### config.mk
export PLATFORM = sky130hd
export DESIGN_NAME = cdiv_chan
export DESIGN_NICKNAME = d
export VERILOG_FILES = /design/src/rtl/cdiv_pkg.sv /design/src/rtl/cdiv_cfg.sv /design/src/rtl/cdiv_stage.sv /design/src/rtl/cdiv_chan.sv
export SDC_FILE = /design/constraint.sdc
export NUM_CORES = 1
export LEC_CHECK = 0
export BUFFER_PORTS_ARGS = -buffer_cell sky130_fd_sc_hd__buf_2
export CAP_MARGIN = 0
export CORE_MARGIN = 8
export CORE_UTILIZATION = 55
export CTS_BUF_LIST = sky130_fd_sc_hd__clkbuf_8
export CTS_CLUSTER_SIZE = 30
export DETAILED_ROUTE_END_ITERATION = 10
export PLACE_DENSITY = 0.73
export REMOVE_ABC_BUFFERS = 1
export SLEW_MARGIN = 40
export SYNTH_ARGS = -nofsm -noshare
export SYNTH_HDL_FRONTEND = slang
export SYNTH_SLANG_ARGS = --single-unit
### constraint.sdc
create_clock -name clk_i -period 6.43 [get_ports clk_i]
set_clock_uncertainty 0.2 [all_clocks]
set_input_delay 0.3215 -clock clk_i [delete_from_list [all_inputs] [get_ports clk_i]]
set_output_delay 0.3215 -clock clk_i [all_outputs]
set_load 0.01 [all_outputs]
### src/rtl/cdiv_pkg.sv
package cdiv_pkg;
    // Width of every per-stage count field.
    localparam int CNT_W = 4;
    // Stage word: {bypass, start, offset, low, high}; the packed order is the write layout.
    localparam int CFG_W = 3 * CNT_W + 2;

    typedef struct packed {
        logic             byp;
        logic             start;
        logic [CNT_W-1:0] off;
        logic [CNT_W-1:0] lo;
        logic [CNT_W-1:0] hi;
    } stage_cfg_t;

    typedef enum logic [1:0] {
        S_IDLE,
        S_OFFSET,
        S_HIGH,
        S_LOW
    } stage_st_t;
endpackage

### src/rtl/cdiv_cfg.sv
module cdiv_cfg
    import cdiv_pkg::*;
#(
    parameter int NUM_STAGES = 2,
    parameter int ADDR_W     = 2
) (
    input  logic                       clk_i,
    input  logic                       rst_ni,
    input  logic                       sync_i,
    input  logic                       we_i,
    input  logic [ADDR_W-1:0]          addr_i,
    input  logic [CFG_W-1:0]           wdata_i,
    output stage_cfg_t [NUM_STAGES-1:0] pend_o,
    output stage_cfg_t [NUM_STAGES-1:0] active_o,
    output logic                       nosync_o,
    output logic                       force_o,
    output logic                       sync_ok_o
);
    stage_cfg_t [NUM_STAGES-1:0] pend_q;
    stage_cfg_t [NUM_STAGES-1:0] active_q;
    logic                        nosync_q;
    logic                        force_q;

    assign sync_ok_o = sync_i & ~nosync_q;

    always_ff @(posedge clk_i or negedge rst_ni) begin
        if (!rst_ni) begin
            pend_q   <= '0;
            active_q <= '0;
            nosync_q <= 1'b0;
            force_q  <= 1'b0;
        end else begin
            for (int i = 0; i < NUM_STAGES; i++) begin
                if (we_i && addr_i == ADDR_W'(i)) begin
                    pend_q[i] <= stage_cfg_t'(wdata_i);
                end
            end
            if (we_i && addr_i == ADDR_W'(NUM_STAGES)) begin
                nosync_q <= wdata_i[0];
                force_q  <= wdata_i[1];
            end
            if (sync_ok_o) begin
                active_q <= pend_q;
            end
        end
    end

    assign pend_o   = pend_q;
    assign active_o = active_q;
    assign nosync_o = nosync_q;
    assign force_o  = force_q;

    // active settings move only on an obeyed sync pulse
    a_r7_shadow_hold: assert property (@(posedge clk_i) disable iff (!rst_ni)
        !sync_ok_o |=> $stable(active_q));
endmodule

### src/rtl/cdiv_stage.sv
module cdiv_stage
    import cdiv_pkg::*;
(
    input  logic       clk_i,
    input  logic       rst_ni,
    input  logic       sync_i,
    input  logic       adv_i,
    input  stage_cfg_t cfg_i,
    input  stage_cfg_t cfg_new_i,
    output logic       lvl_o,
    output logic       rise_o
);
    stage_st_t        st_q, st_d;
    logic [CNT_W-1:0] cnt_q, cnt_d;
    logic             lvl_d;

    function automatic logic level_of(stage_st_t s, logic start);
        unique case (s)
            S_IDLE:   return 1'b0;
            S_OFFSET: return start;
            S_HIGH:   return 1'b1;
            S_LOW:    return 1'b0;
        endcase
    endfunction

    // State register
    always_ff @(posedge clk_i or negedge rst_ni) begin
        if (!rst_ni) begin
            st_q  <= S_IDLE;
            cnt_q <= '0;
        end else begin
            st_q  <= st_d;
            cnt_q <= cnt_d;
        end
    end

    // Next state
    always_comb begin
        st_d  = st_q;
        cnt_d = cnt_q;
        if (sync_i) begin
            if (cfg_new_i.byp) begin
                st_d  = S_IDLE;
                cnt_d = '0;
            end else if (cfg_new_i.off != '0) begin
                st_d  = S_OFFSET;
                cnt_d = cfg_new_i.off - 1'b1;
            end else if (cfg_new_i.start) begin
                st_d  = S_HIGH;
                cnt_d = cfg_new_i.hi;
            end else begin
                st_d  = S_LOW;
                cnt_d = cfg_new_i.lo;
            end
        end else if (adv_i && !cfg_i.byp) begin
            unique case (st_q)
                S_IDLE: begin
                    st_d = S_IDLE;
                end
                S_OFFSET: begin
                    if (cnt_q == '0) begin
                        st_d  = cfg_i.start ? S_HIGH : S_LOW;
                        cnt_d = cfg_i.start ? cfg_i.hi : cfg_i.lo;
                    end else begin
                        cnt_d = cnt_q - 1'b1;
                    end
                end
                S_HIGH: begin
                    if (cnt_q == '0) begin
                        st_d  = S_LOW;
                        cnt_d = cfg_i.lo;
                    end else begin
                        cnt_d = cnt_q - 1'b1;
                    end
                end
                S_LOW: begin
                    if (cnt_q == '0) begin
                        st_d  = S_HIGH;
                        cnt_d = cfg_i.hi;
                    end else begin
                        cnt_d = cnt_q - 1'b1;
                    end
                end
            endcase
        end
    end

    // Outputs
    always_comb begin
        lvl_o  = level_of(st_q, cfg_i.start);
        lvl_d  = level_of(st_d, cfg_i.start);
        rise_o = adv_i & ~sync_i & lvl_d & ~lvl_o;
    end

    // first cycle after an obeyed sync shows the new start level
    a_r3_sync_start: assert property (@(posedge clk_i) disable iff (!rst_ni)
        (sync_i && !cfg_new_i.byp) |=> (lvl_o == $past(cfg_new_i.start)));

    // level only moves when a phase counter expires on a tick
    a_r2_phase_hold: assert property (@(posedge clk_i) disable iff (!rst_ni)
        (!sync_i && !(adv_i && cnt_q == '0)) |=> $stable(lvl_o));
endmodule

### src/rtl/cdiv_chan.sv
module cdiv_chan
    import cdiv_pkg::*;
#(
    parameter int NUM_STAGES = 2,
    localparam int ADDR_W    = $clog2(NUM_STAGES + 1)
) (
    input  logic              clk_i,
    input  logic              rst_ni,
    input  logic              sync_i,
    input  logic              cfg_we_i,
    input  logic [ADDR_W-1:0] cfg_addr_i,
    input  logic [CFG_W-1:0]  cfg_wdata_i,
    output logic              clk_o
);
    stage_cfg_t [NUM_STAGES-1:0] pend, active;
    logic                        nosync, force_lvl, sync_ok;
    logic [NUM_STAGES-1:0]       adv, lvl, rise;
    logic [NUM_STAGES:0]         lvl_chain, clk_path;
    logic                        sel_clk, out_lvl;

    cdiv_cfg #(
        .NUM_STAGES(NUM_STAGES),
        .ADDR_W    (ADDR_W)
    ) u_cfg (
        .clk_i    (clk_i),
        .rst_ni   (rst_ni),
        .sync_i   (sync_i),
        .we_i     (cfg_we_i),
        .addr_i   (cfg_addr_i),
        .wdata_i  (cfg_wdata_i),
        .pend_o   (pend),
        .active_o (active),
        .nosync_o (nosync),
        .force_o  (force_lvl),
        .sync_ok_o(sync_ok)
    );

    assign adv[0]       = 1'b1;
    assign lvl_chain[0] = 1'b0;
    assign clk_path[0]  = 1'b1;

    for (genvar i = 0; i < NUM_STAGES; i++) begin : g_stage
        cdiv_stage u_stage (
            .clk_i    (clk_i),
            .rst_ni   (rst_ni),
            .sync_i   (sync_ok),
            .adv_i    (adv[i]),
            .cfg_i    (active[i]),
            .cfg_new_i(pend[i]),
            .lvl_o    (lvl[i]),
            .rise_o   (rise[i])
        );
        assign lvl_chain[i+1] = active[i].byp ? lvl_chain[i] : lvl[i];
        assign clk_path[i+1]  = active[i].byp & clk_path[i];
        if (i + 1 < NUM_STAGES) begin : g_tick
            assign adv[i+1] = active[i].byp ? adv[i] : rise[i];
        end
    end

    assign sel_clk = ~nosync & clk_path[NUM_STAGES];
    assign out_lvl = nosync ? force_lvl : lvl_chain[NUM_STAGES];
    // Gated-logic clock select between pass-through and divided level.
    assign clk_o   = (sel_clk & clk_i) | (~sel_clk & out_lvl);

    // a forced output stays put while the force value is unchanged
    a_r9_force_static: assert property (@(posedge clk_i) disable iff (!rst_ni)
        (nosync && $past(nosync) && $stable(force_lvl)) |-> $stable(clk_o));
endmodule

# Yosys cells after proc, flatten, opt, wreduce, memory -nomap -nowiden
# Cells that the tools add are included.
# word_totals
latchBits,0
mem_bits_rw,0
output_inout_bits,1
ff_bits,62
rom_bits,0
elab_cells,124
mem_count,0
# op_classes
order_cmp,0
div,0
muxes,47
n_addsub,4
n_reduce_logical,22
n_bitwise,12
mul,0
n_eq_ne,15
n_shift,0
# op_table
cell,count
two-way mux 4 bit,18
two-way mux 2 bit,14
one-hot mux 4 bit (3 select lines),2
one-hot mux 2 bit (4 select lines),2
nonzero test 4 bit,4
"subtractor 4 x 1 -> 4 bit, second input constant",4
"equality test 2 bit, second input constant",7
"!= test 3 x 1 -> 1 bit, second input constant",3
one-hot mux 1 bit (3 select lines),3
"equality test 2 x 1 -> 1 bit, second input constant",4
logical NOT 2 bit,4
logical NOT 4 bit,2
two-way mux 1 bit,8
bitwise AND 1 bit,7
OR reduction 2 bit,3
logical AND 1 bit,4
NOT 1 bit,4
AND reduction 2 bit,2
AND reduction 4 bit,1
"!= test 2 x 1 -> 1 bit, second input constant",1
nonzero test 2 bit,1
logical NOT 1 bit,1
OR 1 bit,1

# Depth between registers and ports, before layout
# depth
word_depth,14
depth_mapped,9
ltp_nobuf,8

# Cells and area by module
# Synthesis repeated with hierarchy kept, for this count alone.
# unflattened
hier_cells,315
area_unflattened_um2,3732.3
# modules_own_cells
module,cells_per_inst,area_per_inst_um2,n_inst
cdiv_cfg,126,2200.9,1
cdiv_stage,91,742.0,2
cdiv_chan,7,47.5,1

==> key figures <==
Floorplan
  – Area of the core: 0.00585 mm^2
  – FP Rows: 28
  – I/O pins: 21
  – Floorplan die area: 0.00873 mm^2
  – Die extent in y: 93.5 um
  – Die X: 93.5 um
  – Initial standard-cell utilization of the core: 0.564

Pwr
  – Share of power burned in registers: 0.409
  – Share of total power in the clock network: 0.275
  – Total internal power: 948 uW
  – Reported net switching power: 535 uW
  – Sw Ratio: 0.361
  – Power density of the placed cells: 383 mW/mm^2
  – Lkg Pwr: 0.00176 uW
  – Combinational fraction of design power: 0.316
  – Maximum vdd drop: 0.214 mV
  – Total power after layout: 1480 uW

Finish
  – Final-stage net count: 401
  – Layout cell share with drive strength beyond 1: 0.226
  – P&R area growth vs syn: 17.5%
  – Final design utilization: 0.663
  – Diode count: 0

Yosys
  – Cell with the most instances after synthesis: sky130_fd_sc_hd__nand2_1
  – Asr flop ratio synth: 1.00
  – Average instance area after synthesis: 10.0 um^2
  – Syn. warnings: 0
  – Top cell type's share of synthesized area: 0.470
  – List of most frequent post-synthesis cells: 69 x sky130_fd_sc_hd__nand2_1, 62 x sky130_fd_sc_hd__dfrtp_1, 33 x sky130_fd_sc_hd__mux2_2
  – Yosys cell types: 47
  – Gate count after technology mapping: 330
  – Area of the mapped netlist: 0.00330 mm^2
  – Largest cells by area after synthesis: sky130_fd_sc_hd__dfrtp_1 47%, sky130_fd_sc_hd__mux2_2 11%, sky130_fd_sc_hd__nand2_1 7.8%
  – Count of flip-flops with a built-in enable after synthesis: 0
  – Flip-flop cell with the highest count after synthesis: sky130_fd_sc_hd__dfrtp_1
  – Cell accounting for the most synthesized area: sky130_fd_sc_hd__dfrtp_1
  – Sequential element share of the synthesized area: 0.470
  – Flip-flop and latch count after synthesis: 62

Detailed routing
  – Via total after detailed routing: 2661
  – Count of TritonRoute iterations in the first routing pass: 5
  – Remaining design rule violation count: 0
  – Per-cell routed wire length: 16.9 um
  – Sum of routed wire length over all layers: 7620 um
  – Number of vias per cell after detailed routing: 5.90
  – Detailed Route Iter0 Violations: 130
  – DRT antenna net count: 0

Setup path
  – Source of the critical timing path: clk_i
  – Critical path fanouts, max: 2
  – Depth of the worst register-to-register path: 7
  – Cell-by-cell trace of the critical path: clkbuf_8 -> clkbuf_8 -> mux2i_1 -> nand2_1 -> o31ai_1 -> o21ai_0 -> buf_2
  – Endpoint arrival time on the critical path: 3.93 ns
  – Slack of the worst reg-to-reg path: 3.87 ns
  – Slowest CP cell: sky130_fd_sc_hd__buf_2
  – Worst endpoint required time: 5.91 ns
  – Logic depth of the worst path, buffers included: 7
  – Family with the most delay on the worst path: buffers and inverters
  – Most numerous cell on the critical path: sky130_fd_sc_hd__clkbuf_8
  – Terminus of the critical flop-to-flop path: g_stage[1].u_stage.cnt_q[3]
  – Critical register-to-register path startpoint: g_stage[0].u_stage.st_q[0]
  – Highest cell delay on the worst timing path: 0.16 ns
  – Crit end category: output pin
  – Critical path buffer and inverter count: 3
  – Endpoint of the worst setup timing path: clk_o
  – Crit Path Class: clock port to output pin
  – Critical path startpoint category: clock port

STA
  – Summed negative setup slack over all endpoints: 0 ns
  – Max-Slew Margin vs Limit: 0.502
  – Measured slew at the worst slew-check pin: 0.745 ns
  – Setup violation total in the final timing report: 0
  – Number of max-slew violations in the final report: 0
  – Unrepaired setup endpoints after global routing: false
  – PnR worst setup slack: 1.98 ns
  – Final-report hold violation count: 0

Placement
  – Half-perimeter wire length of the detailed placement result: 5240 um
  – Number of port buffers: 20
  – Worst setup slack after placement: 2.26 ns
  – Final RePlAce weighted congestion: 0.874

Global routing
  – Pin count of the biggest net entering global routing: 63
  – Initial antenna violation count: 0
  – Via count of the first global-routing pass: 2625
  – Wire length of the first global-routing pass: 12900 um
  – Sum of overflow across all layers after global routing: 0
  – Aggregate global-route resource usage: 0.191

CTS
  – CTS clk-pin slew, worst paths: 0.07 ns
  – Clock network latency to the later pin of the worst-skew pair: 0.45 ns
  – CTS Hold Bufs: 15
  – Resized Gates After CTS: 0
  – # Post-CTS Setup Buffers: 0
  – TritonCTS clock tree: done

Run status
  – Result of the run: finished, final reports clean

Flow run
  – Max Cap Viol: 0

Worst hold path
  – Worst hold path class: input port to flip-flop
[stage by stage]
step | area [um^2] | instances | hold slack (ns)
4_1_cts | 3870 | 451 | 0.0817
6_report | 3880 | 451 | 0.104
3_5_place_dp | 3480 | 417 | 0.261
5_1_grt | 3880 | 451 | 0.109
2_1_floorplan | 3250 | 318 | -0.174
3_3_place_gp | 3480 | 417 | 0.256
[routing by layer]
metal,wire length [um],up-vias,share of wire,track usage
li1,-,1260,-,-
met1,3560,1269,0.47,0.259
met2,3390,118,0.44,0.276
met5,0,-,0,0
met3,553,14,0.073,0.0513
met4,115,0,0.015,0.0886
[cell usage in the layout, fill, tap and decap left out, types with 2 or more instances in the layout]
cell                            netlist  layout
sky130_fd_sc_hd__dlygate4sd3_1        0      15
sky130_fd_sc_hd__a32oi_1              4       4
sky130_fd_sc_hd__o21ai_0             17      17
sky130_fd_sc_hd__nand2_1             69      69
sky130_fd_sc_hd__mux2_2              33      33
sky130_fd_sc_hd__a22o_1               2       2
sky130_fd_sc_hd__ha_1                10      10
sky130_fd_sc_hd__o21ai_1              2       2
sky130_fd_sc_hd__a211oi_1             4       4
sky130_fd_sc_hd__nor2_1              14      14
sky130_fd_sc_hd__nand3b_1             3       3
sky130_fd_sc_hd__o211ai_1             4       4
sky130_fd_sc_hd__a22oi_1              6       6
sky130_fd_sc_hd__a221oi_1             2       2
sky130_fd_sc_hd__dfrtp_1             62      62
sky130_fd_sc_hd__a21oi_1             12      12
sky130_fd_sc_hd__mux2i_1             10      10
sky130_fd_sc_hd__nor2b_1              4       4
sky130_fd_sc_hd__clkbuf_8             0      13
sky130_fd_sc_hd__nor3b_2              2       3
sky130_fd_sc_hd__a2111oi_0            4       4
sky130_fd_sc_hd__inv_1               15      16
sky130_fd_sc_hd__buf_2                2      20
sky130_fd_sc_hd__a31oi_1              2       2
sky130_fd_sc_hd__o31a_1               2       2
sky130_fd_sc_hd__clkinvlp_4           0       2
sky130_fd_sc_hd__nand2b_1             3       3
sky130_fd_sc_hd__nand3_1              5       5
sky130_fd_sc_hd__buf_4                0       3
sky130_fd_sc_hd__nor3_1               6       6
sky130_fd_sc_hd__o31ai_1              2       2
[final cells by class]
type / count / area (um^2)
Clock buffer: 14 / 184
Clock inverter: 6 / 62.6
Fill cell: 455 / 1970
Inverter: 15 / 56.3
Multi-Input combinational cell: 241 / 1650
Sequential cell: 62 / 1550
Tap cell: 75 / 93.8
Timing Repair Buffer: 38 / 279
[registers in the layout (all words and copies together) (netlist names)]
signal,cells
u_cfg.nosync_o,1
u_cfg.active_o,20
g_stage.u_stage.cnt_q,8
g_stage.u_stage.st_q,4
u_cfg.force_o,1
u_cfg.pend_o,28
[how the worst min path moves through the flow]
| stage | from | to | slack, ns | depth (start not counted) |
|---|---|---|---|---|
| floorplan | rst_ni | g_stage[0].u_stage.cnt_q[0] | -0.17 | 0 |
| global placement | u_cfg.active_o[14] | u_cfg.active_o[14] | 0.26 | 2 |
| detailed placement | u_cfg.active_o[15] | u_cfg.active_o[15] | 0.26 | 2 |
| CTS | cfg_we_i | u_cfg.force_o | 0.08 | 3 |
| global route | cfg_we_i | u_cfg.force_o | 0.11 | 3 |
| finish | cfg_we_i | u_cfg.force_o | 0.10 | 3 |
[cells by family after synthesis]
logic type | after synthesis | synth area share
AOI/OAI and AO/OA | 71 | 0.149
adders and majority gates | 10 | 0.0379
DFF | 62 | 0.470
and+or+nand+nor | 115 | 0.162
muxes | 44 | 0.146
xor gates and xnor gates | 1 | 0.00266
buffers and inverters | 27 | 0.0315
[power groups by stage]
| stage | logic [uW] | clock network, uW | registers [uW] |
|---|---|---|---|
| floorplan | 358 | 9.78 | 577 |
| global placement | 445 | 12.3 | 608 |
| detailed placement | 455 | 12.3 | 611 |
| CTS | 466 | 414 | 604 |
| global route | 527 | 434 | 623 |
| finish | 468 | 407 | 607 |
[worst min-delay path, stage by stage]
cell                       delay [ns]
sky130_fd_sc_hd__buf_2           0.11
sky130_fd_sc_hd__nand3b_1        0.13
sky130_fd_sc_hd__mux2_2          0.16
(Power assumes the default switching activity.)
